===== config.mk =====
export PLATFORM = sky130hd
export DESIGN_NAME = burst_bridge
export DESIGN_NICKNAME = d
export VERILOG_FILES = /design/src/rtl/bbc_pkg.sv /design/src/rtl/bbc_ctrl_reg.sv /design/src/rtl/bbc_permit.sv /design/src/rtl/bbc_seq.sv /design/src/rtl/burst_bridge.sv
export SDC_FILE = /design/constraint.sdc
export NUM_CORES = 1
export LEC_CHECK = 0
export BUFFER_PORTS_ARGS = -buffer_cell sky130_fd_sc_hd__buf_2
export CAP_MARGIN = 0
export CELL_PAD_IN_SITES_DETAIL_PLACEMENT = 1
export CELL_PAD_IN_SITES_GLOBAL_PLACEMENT = 2
export CORE_ASPECT_RATIO = 0.9
export CORE_MARGIN = 3
export CORE_UTILIZATION = 26
export CTS_CLUSTER_DIAMETER = 150
export DETAILED_ROUTE_END_ITERATION = 12
export PLACE_DENSITY_LB_ADDON = 0.1
export SLEW_MARGIN = 20
export SYNTH_ARGS = -nofsm -noshare
export SYNTH_HDL_FRONTEND = slang
export SYNTH_SLANG_ARGS = --single-unit

===== constraint.sdc =====
create_clock -name clk -period 2.5 [get_ports clk]
set_input_delay 0.5 -clock clk [delete_from_list [all_inputs] [get_ports clk]]
set_output_delay 0.5 -clock clk [all_outputs]
set_load 0.01 [all_outputs]

===== src/rtl/bbc_pkg.sv =====
package bbc_pkg;
    typedef enum logic [3:0] {
        ST_IDLE,
        ST_W_ACK1,
        ST_W_POP2,
        ST_W_BUS1,
        ST_W_BUS2,
        ST_R_BUS1,
        ST_R_BUS2,
        ST_S_POP,
        ST_S_BUS
    } seq_state_e;

    localparam int unsigned REG_W = 32;
endpackage


===== src/rtl/bbc_ctrl_reg.sv =====
module bbc_ctrl_reg
    import bbc_pkg::*;
#(
    parameter int unsigned PORTS = 8
) (
    input  logic                 clk,
    input  logic                 rst_n,
    input  logic                 we,
    input  logic [REG_W-1:0]     wdata,
    output logic [REG_W-1:0]     rdata,
    output logic                 acc_en,
    output logic                 wr_glob,
    output logic                 rd_glob,
    output logic [PORTS-1:0]     port_en
);
    localparam int unsigned FIELD_W = PORTS + 3;

    logic [FIELD_W-1:0] field_q;

    always_ff @(posedge clk or negedge rst_n) begin
        if (!rst_n) begin
            field_q <= '0;
        end else if (we) begin
            field_q <= wdata[FIELD_W-1:0];
        end
    end

    assign rdata   = {{(REG_W-FIELD_W){1'b0}}, field_q};
    assign port_en = field_q[PORTS-1:0];
    assign rd_glob = field_q[PORTS];
    assign wr_glob = field_q[PORTS+1];
    assign acc_en  = field_q[PORTS+2];

    // a write lands on the next cycle; without a write, contents hold
    p_cfg_load_r1: assert property (@(posedge clk) disable iff (!rst_n)
        we |=> (rdata[FIELD_W-1:0] == $past(wdata[FIELD_W-1:0])));
    p_cfg_hold_r1: assert property (@(posedge clk) disable iff (!rst_n)
        !we |=> $stable(rdata));
endmodule


===== src/rtl/bbc_permit.sv =====
module bbc_permit #(
    parameter int unsigned ADDR_W = 32,
    parameter int unsigned PORTS  = 8
) (
    input  logic [ADDR_W-1:0] addr,
    input  logic              write,
    input  logic              wr_glob,
    input  logic              rd_glob,
    input  logic [PORTS-1:0]  port_en,
    output logic              burst_ok
);
    localparam int unsigned IDX_W = (PORTS > 1) ? $clog2(PORTS) : 1;

    logic [IDX_W-1:0] port_idx;
    logic             port_on;

    generate
        if (PORTS > 1) begin : g_multi
            assign port_idx = addr[ADDR_W-1 -: IDX_W];
            assign port_on  = port_en[port_idx];
        end else begin : g_single
            assign port_idx = '0;
            assign port_on  = port_en[0];
        end
    endgenerate

    assign burst_ok = port_on & (write ? wr_glob : rd_glob);
endmodule


===== src/rtl/bbc_seq.sv =====
module bbc_seq
    import bbc_pkg::*;
#(
    parameter int unsigned ADDR_W         = 32,
    parameter int unsigned BEATS_PER_HALF = 2,
    parameter int unsigned BEAT_BYTES     = 4
) (
    input  logic              clk,
    input  logic              rst_n,
    input  logic              req_valid,
    input  logic              req_write,
    input  logic [ADDR_W-1:0] req_addr,
    input  logic              burst_ok,
    input  logic              acc_en,
    output logic              req_ready,
    output logic              fifo_pop,
    output logic              rsp_valid,
    output logic              rsp_err,
    output logic              bus_valid,
    output logic              bus_write,
    output logic              bus_burst,
    output logic [ADDR_W-1:0] bus_addr,
    input  logic              bus_done,
    input  logic              bus_err
);
    localparam int unsigned BEATS = 2 * BEATS_PER_HALF;
    localparam int unsigned CNT_W = (BEATS > 1) ? $clog2(BEATS) : 1;
    localparam logic [ADDR_W-1:0] STEP      = ADDR_W'(BEAT_BYTES);
    localparam logic [ADDR_W-1:0] HALF_OFS  = ADDR_W'(BEATS_PER_HALF * BEAT_BYTES);
    localparam logic [CNT_W-1:0]  LAST_BEAT = CNT_W'(BEATS - 1);

    seq_state_e        state_q, state_d;
    logic [ADDR_W-1:0] base_q;
    logic              wr_q, burst_q, acc_q, sticky_q;
    logic [CNT_W-1:0]  beat_q;
    logic              accept;

    assign accept = req_valid && (state_q == ST_IDLE);

    // next-state selection
    always_comb begin
        state_d = state_q;
        unique case (state_q)
            ST_IDLE: begin
                if (req_valid) begin
                    if (burst_ok) state_d = req_write ? ST_W_ACK1 : ST_R_BUS1;
                    else          state_d = req_write ? ST_S_POP  : ST_S_BUS;
                end
            end
            ST_W_ACK1: state_d = ST_W_POP2;
            ST_W_POP2: state_d = ST_W_BUS1;
            ST_W_BUS1: if (bus_done) state_d = ST_W_BUS2;
            ST_W_BUS2: if (bus_done) state_d = ST_IDLE;
            ST_R_BUS1: if (bus_done) state_d = ST_R_BUS2;
            ST_R_BUS2: if (bus_done) state_d = ST_IDLE;
            ST_S_POP:  state_d = ST_S_BUS;
            ST_S_BUS: begin
                if (bus_done) begin
                    if (beat_q == LAST_BEAT) state_d = ST_IDLE;
                    else                     state_d = wr_q ? ST_S_POP : ST_S_BUS;
                end
            end
            default: state_d = ST_IDLE;
        endcase
    end

    // state and per-transfer context
    always_ff @(posedge clk or negedge rst_n) begin
        if (!rst_n) begin
            state_q  <= ST_IDLE;
            base_q   <= '0;
            wr_q     <= 1'b0;
            burst_q  <= 1'b0;
            acc_q    <= 1'b0;
            sticky_q <= 1'b0;
            beat_q   <= '0;
        end else begin
            state_q <= state_d;
            if (accept) begin
                base_q   <= req_addr;
                wr_q     <= req_write;
                burst_q  <= burst_ok;
                acc_q    <= acc_en;
                sticky_q <= 1'b0;
                beat_q   <= '0;
            end
            if (state_q == ST_W_BUS1 && bus_done) sticky_q <= bus_err;
            if (state_q == ST_S_BUS && bus_done)  beat_q   <= beat_q + 1'b1;
        end
    end

    // outputs per state
    always_comb begin
        req_ready = 1'b0;
        fifo_pop  = 1'b0;
        rsp_valid = 1'b0;
        rsp_err   = 1'b0;
        bus_valid = 1'b0;
        bus_write = wr_q;
        bus_burst = 1'b0;
        bus_addr  = base_q;
        unique case (state_q)
            ST_IDLE:   req_ready = 1'b1;
            ST_W_ACK1: begin
                rsp_valid = 1'b1;
                fifo_pop  = 1'b1;
            end
            ST_W_POP2: fifo_pop = 1'b1;
            ST_W_BUS1: begin
                bus_valid = 1'b1;
                bus_burst = 1'b1;
            end
            ST_W_BUS2: begin
                bus_valid = 1'b1;
                bus_burst = 1'b1;
                bus_addr  = base_q + HALF_OFS;
                rsp_valid = bus_done;
                rsp_err   = bus_done & (bus_err | (acc_q & sticky_q));
            end
            ST_R_BUS1: begin
                bus_valid = 1'b1;
                bus_burst = 1'b1;
                rsp_valid = bus_done;
                rsp_err   = bus_done & bus_err;
            end
            ST_R_BUS2: begin
                bus_valid = 1'b1;
                bus_burst = 1'b1;
                bus_addr  = base_q + HALF_OFS;
                rsp_valid = bus_done;
                rsp_err   = bus_done & bus_err;
            end
            ST_S_POP:  fifo_pop = 1'b1;
            ST_S_BUS: begin
                bus_valid = 1'b1;
                bus_addr  = base_q + ADDR_W'(beat_q) * STEP;
                rsp_valid = bus_done;
                rsp_err   = bus_done & bus_err;
            end
            default: ;
        endcase
    end

    p_ready_quiet_r13: assert property (@(posedge clk) disable iff (!rst_n)
        req_ready |-> (!bus_valid && !fifo_pop && !rsp_valid));
    p_accept_busy_r13: assert property (@(posedge clk) disable iff (!rst_n)
        (req_valid && req_ready) |=> !req_ready);
    p_sticky_clear_r11: assert property (@(posedge clk) disable iff (!rst_n)
        (req_valid && req_ready) |=> !sticky_q);
    p_early_ack_r6: assert property (@(posedge clk) disable iff (!rst_n)
        (rsp_valid && wr_q && burst_q && !bus_valid) |-> (!rsp_err && fifo_pop));
    p_early_pop2_r6: assert property (@(posedge clk) disable iff (!rst_n)
        (rsp_valid && wr_q && burst_q && !bus_valid) |=> (fifo_pop && !bus_valid));
    p_snapshot_r12: assert property (@(posedge clk) disable iff (!rst_n)
        !req_ready |=> ($stable(acc_q) && $stable(burst_q)));
    p_single_flag_r9: assert property (@(posedge clk) disable iff (!rst_n)
        (bus_valid && !burst_q) |-> !bus_burst);
    p_accum_r8: assert property (@(posedge clk) disable iff (!rst_n)
        (bus_done && bus_valid && bus_burst && wr_q && acc_q && sticky_q) |-> rsp_err);
endmodule


===== src/rtl/burst_bridge.sv =====
module burst_bridge
    import bbc_pkg::*;
#(
    parameter int unsigned ADDR_W         = 32,
    parameter int unsigned PORTS          = 8,
    parameter int unsigned BEATS_PER_HALF = 2,
    parameter int unsigned BEAT_BYTES     = 4
) (
    input  logic              clk,
    input  logic              rst_n,
    input  logic              cfg_we,
    input  logic [31:0]       cfg_wdata,
    output logic [31:0]       cfg_rdata,
    input  logic              req_valid,
    input  logic              req_write,
    input  logic [ADDR_W-1:0] req_addr,
    output logic              req_ready,
    output logic              fifo_pop,
    output logic              rsp_valid,
    output logic              rsp_err,
    output logic              bus_valid,
    output logic              bus_write,
    output logic              bus_burst,
    output logic [ADDR_W-1:0] bus_addr,
    input  logic              bus_done,
    input  logic              bus_err
);
    logic             acc_en, wr_glob, rd_glob, burst_ok;
    logic [PORTS-1:0] port_en;

    bbc_ctrl_reg #(.PORTS(PORTS)) u_reg (
        .clk     (clk),
        .rst_n   (rst_n),
        .we      (cfg_we),
        .wdata   (cfg_wdata),
        .rdata   (cfg_rdata),
        .acc_en  (acc_en),
        .wr_glob (wr_glob),
        .rd_glob (rd_glob),
        .port_en (port_en)
    );

    bbc_permit #(.ADDR_W(ADDR_W), .PORTS(PORTS)) u_permit (
        .addr     (req_addr),
        .write    (req_write),
        .wr_glob  (wr_glob),
        .rd_glob  (rd_glob),
        .port_en  (port_en),
        .burst_ok (burst_ok)
    );

    bbc_seq #(
        .ADDR_W         (ADDR_W),
        .BEATS_PER_HALF (BEATS_PER_HALF),
        .BEAT_BYTES     (BEAT_BYTES)
    ) u_seq (
        .clk       (clk),
        .rst_n     (rst_n),
        .req_valid (req_valid),
        .req_write (req_write),
        .req_addr  (req_addr),
        .burst_ok  (burst_ok),
        .acc_en    (acc_en),
        .req_ready (req_ready),
        .fifo_pop  (fifo_pop),
        .rsp_valid (rsp_valid),
        .rsp_err   (rsp_err),
        .bus_valid (bus_valid),
        .bus_write (bus_write),
        .bus_burst (bus_burst),
        .bus_addr  (bus_addr),
        .bus_done  (bus_done),
        .bus_err   (bus_err)
    );
endmodule


==> results.json <==
{
  "final-hold-violation-count": 0,
  "seqPwrFrac_pct": 28.9,
  "clockRootBuffer": "clkbuf_16",
  "powerDensity_nw_per_um2": 1080,
  "h-tree-depth": 2,
  "grt_max_degree": 34,
  "cpMostUsedCell": "buf_6",
  "final_cells": 649,
  "path_clk_slew_ns": 0.08,
  "synth-async-reset-ratio_pct": 100,
  "cp.required_ns": 2.00,
  "combPwrFrac_pct": 57.4,
  "ys.flop_type": "dfrtp_1",
  "clkPwrFrac_pct": 13.6,
  "antenna_found_initial": 1,
  "final-max-slew-violation-count": 0,
  "syn_area_um2": 3390,
  "fin_util_pct": 39.7,
  "die_h_um": 114,
  "synth_edf_count": 0,
  "sw_frac_of_total_pct": 41.3,
  "fp.coreArea_um2": 12400,
  "p_sw_w": 0.00220,
  "ys_ff_latch": 52,
  "wirelength_mm": 10.5,
  "arrival_ns": 2.24,
  "p_leak_nw": 2.37,
  "min_period_over_period_pct": 110,
  "grt_pass1_wl_mm": 17.1,
  "ir_worst_vdd_v": 0.000330,
  "wl_per_cell_um": 16.1,
  "violations": "setup timing",
  "synth_area_leader_cell": "dfrtp_1",
  "cp_cell_sequence": "ha_2, fa_2, and3_4, a21oi_4, buf_6, nor4_4, mux2_4, buf_6",
  "setup_viol": 26,
  "finalWeightedCongestion": 0.804,
  "seq_area_frac_synth_pct": 38.4,
  "max-cap-violations": 0,
  "synthCells": 335,
  "synth_cell_types": 47,
  "max_freq_mhz": 365,
  "worstSkewPairLatency_ns": 0.30,
  "overflow": 0,
  "nNetsFinal": 567,
  "hold_slack_ns": 0.262,
  "worst-path-max-fanout": 5,
  "worstSetupStartpointType": "flop",
  "cts_buffer_depth": 2,
  "worst_pin_slew_ns": 0.762,
  "synth_area_leaders": "dfrtp_1 38%, mux2_2 16%, buf_4 6.0%, xor2_1 3.4%, nand2_1 3.2%",
  "p_int_w": 0.00313,
  "ctsHoldBuffers": 0,
  "final_layout_size_suffix_gt1_share_pct": 57.1,
  "dieArea_um2": 14500,
  "synth_top_area_share_pct": 38.4,
  "diodes": 0,
  "numPortBuffers": 99,
  "dr.first_iter.drc_count": 89,
  "syn_area_per_cell_um2": 10.1,
  "dp.cells": 612,
  "firstDrtPassIters": 4,
  "vias": 2965,
  "fp-row-count": 38,
  "drtAntennaViolNets": 0,
  "fin_ws_ns": -0.240,
  "dp_hpwl_mm": 7.74,
  "cts_buffers": 5,
  "syn_to_final_growth_pct": 45.2,
  "synth_warnings": 0,
  "crit_slowest_cell": "dfrtp_1",
  "skew_ns": 0.00318,
  "start_util_pct": 27.3,
  "via_per_inst": 4.57,
  "cp-end-kind": "output pin",
  "period_needed_ns": 2.74,
  "io_pins": 142,
  "die_w_um": 126,
  "slew_headroom_pct": 49.2,
  "r2r_setup_slack_ns": 0.30,
  "rsz0062_at_grt": "true",
  "grt_pass1_vias": 3142,
  "critical_path.max_stage_delay_ns": 0.39,
  "status": "complete, but fails checks",
  "hold_class": "input port to async pin",
  "cts_sinks": 52,
  "cts_tree": "done",
  "grt_use_total_pct": 14.9,
  "drc_errors": 0,
  "crit_type": "flop to output pin"
}
[power groups by stage]
stage	clock network, W	logic, W	registers (W)
floorplan	0	0.00158	0.00151
global placement	0	0.00257	0.00153
detailed placement	0	0.00261	0.00155
CTS	0.000752	0.00309	0.00154
global route	0.000789	0.00338	0.00161
finish	0.000725	0.00306	0.00154
[per-stage QoR]
stage / power, W / setup slack, ns / area (µm²) / TNS, ns
after floorplan: 0.00310 / 0.0121 / 3470 / 0
after global placement: 0.00410 / -0.0827 / 4210 / -0.408
after detailed placement: 0.00416 / -0.0740 / 4210 / -0.339
after CTS: 0.00538 / -0.253 / 4890 / -3.87
after global routing: 0.00578 / -0.349 / 4920 / -7.10
final: 0.00533 / -0.240 / 4920 / -4.26
[kinds of logic (layout without fill, tap and decap cells)]
logic type               Yosys count  count (layout)  synth area share (%)
buffers and inverters             51             185                  8.89
other                              1              21                 0.111
multiplexers                      53              53                  18.3
adder cells (fa/ha/maj)            8               8                  3.17
flip-flops                        52              52                  38.4
AND/OR/NAND/NOR                  107             107                  18.3
AO/OA/AOI/OAI                     40              40                  6.93
XOR/XNOR                          23              23                  5.94
[layout make-up]
class                   instances  area, µm²
inverters                       8       30.0
multi-input cells             252       2110
well taps                     160        200
repair buffers                169       1130
flip-flops and latches         52       1310
clock inverters                 3       22.5
fillers                      1431       7480
clock buffers                   5        125
[sequential cells by signal, summed over array words and instances, names as in the netlist]
signal           count
u_seq.base_q        32
u_seq.bus_write      1
u_seq.state_q        4
u_seq.acc_q          1
u_seq.sticky_q       1
u_reg.field_q       11
u_seq.beat_q         2
[metal layers]
| metal | vias to the layer above | wire length, µm | GRT usage (%) |
|---|---|---|---|
| li1 | 1447 | - | - |
| met1 | 1424 | 5030 | 20.9 |
| met2 | 81 | 4740 | 23.0 |
| met3 | 11 | 610 | 3.78 |
| met4 | 2 | 89 | 3.65 |
| met5 | - | 13 | 0 |
[synthesized netlist by cell type, types with 2 or more instances]
cell / count
mux4_2: 2
ha_1: 7
o21ai_0: 18
inv_1: 8
nand3_1: 13
nor3_1: 10
nor3b_2: 2
o211ai_1: 2
a31oi_1: 3
nor3b_1: 2
mux2_1: 2
nor4_1: 4
nor3_2: 3
a21o_1: 2
a21oi_1: 10
or3_1: 2
mux2_2: 49
buf_4: 27
clkbuf_1: 9
nor2_1: 15
nand2b_1: 4
xnor2_1: 10
nand2_1: 29
nand4_1: 6
xor2_1: 13
nor2b_1: 2
and3_1: 4
buf_2: 7
dfrtp_1: 52
[repair_timing]
item / 4_1_cts / 5_1_grt
setup endpoints to repair: 31 / 31
gates cloned: 1 / 0
hold endpoints to repair: 0 / 0
gates resized for setup: 74 / 14
setup buffers: 29 / 3
pin swaps: 26 / 15
[layout by cell type (no fill, tap or decap), drive strengths merged, types with 13 or more instances in the layout]
cell,count
buf,169
nor3,13
dfrtp,52
mux2,51
xor2,13
nand2,29
nor2,15
o21ai,18
nand3,13
conb,21
[worst max-delay path, delay by kind of cell, from the launching register on]
family | cells | cell delay, ns
AO/OA/AOI/OAI | 1 | 0.16
multiplexers | 1 | 0.31
flip-flops | 1 | 0.39
adder cells (fa/ha/maj) | 2 | 0.56
buffers and inverters | 2 | 0.29
AND/OR/NAND/NOR | 2 | 0.23
[worst paths after layout]
kind,start,endpoint,cells past startpoint
setup reg to reg,u_reg.field_q[7],u_seq.state_q[0],8
min in group clk,cfg_wdata[4],u_reg.field_q[4],2
hold reg to reg,u_seq.base_q[1],u_seq.base_q[1],1
hold / removal,rst_n,u_seq.base_q[12],1
setup / recovery,u_seq.beat_q[0],bus_addr[20],8
max in group asynchronous,rst_n,u_seq.base_q[3],2
(Power assumes the default switching activity.)
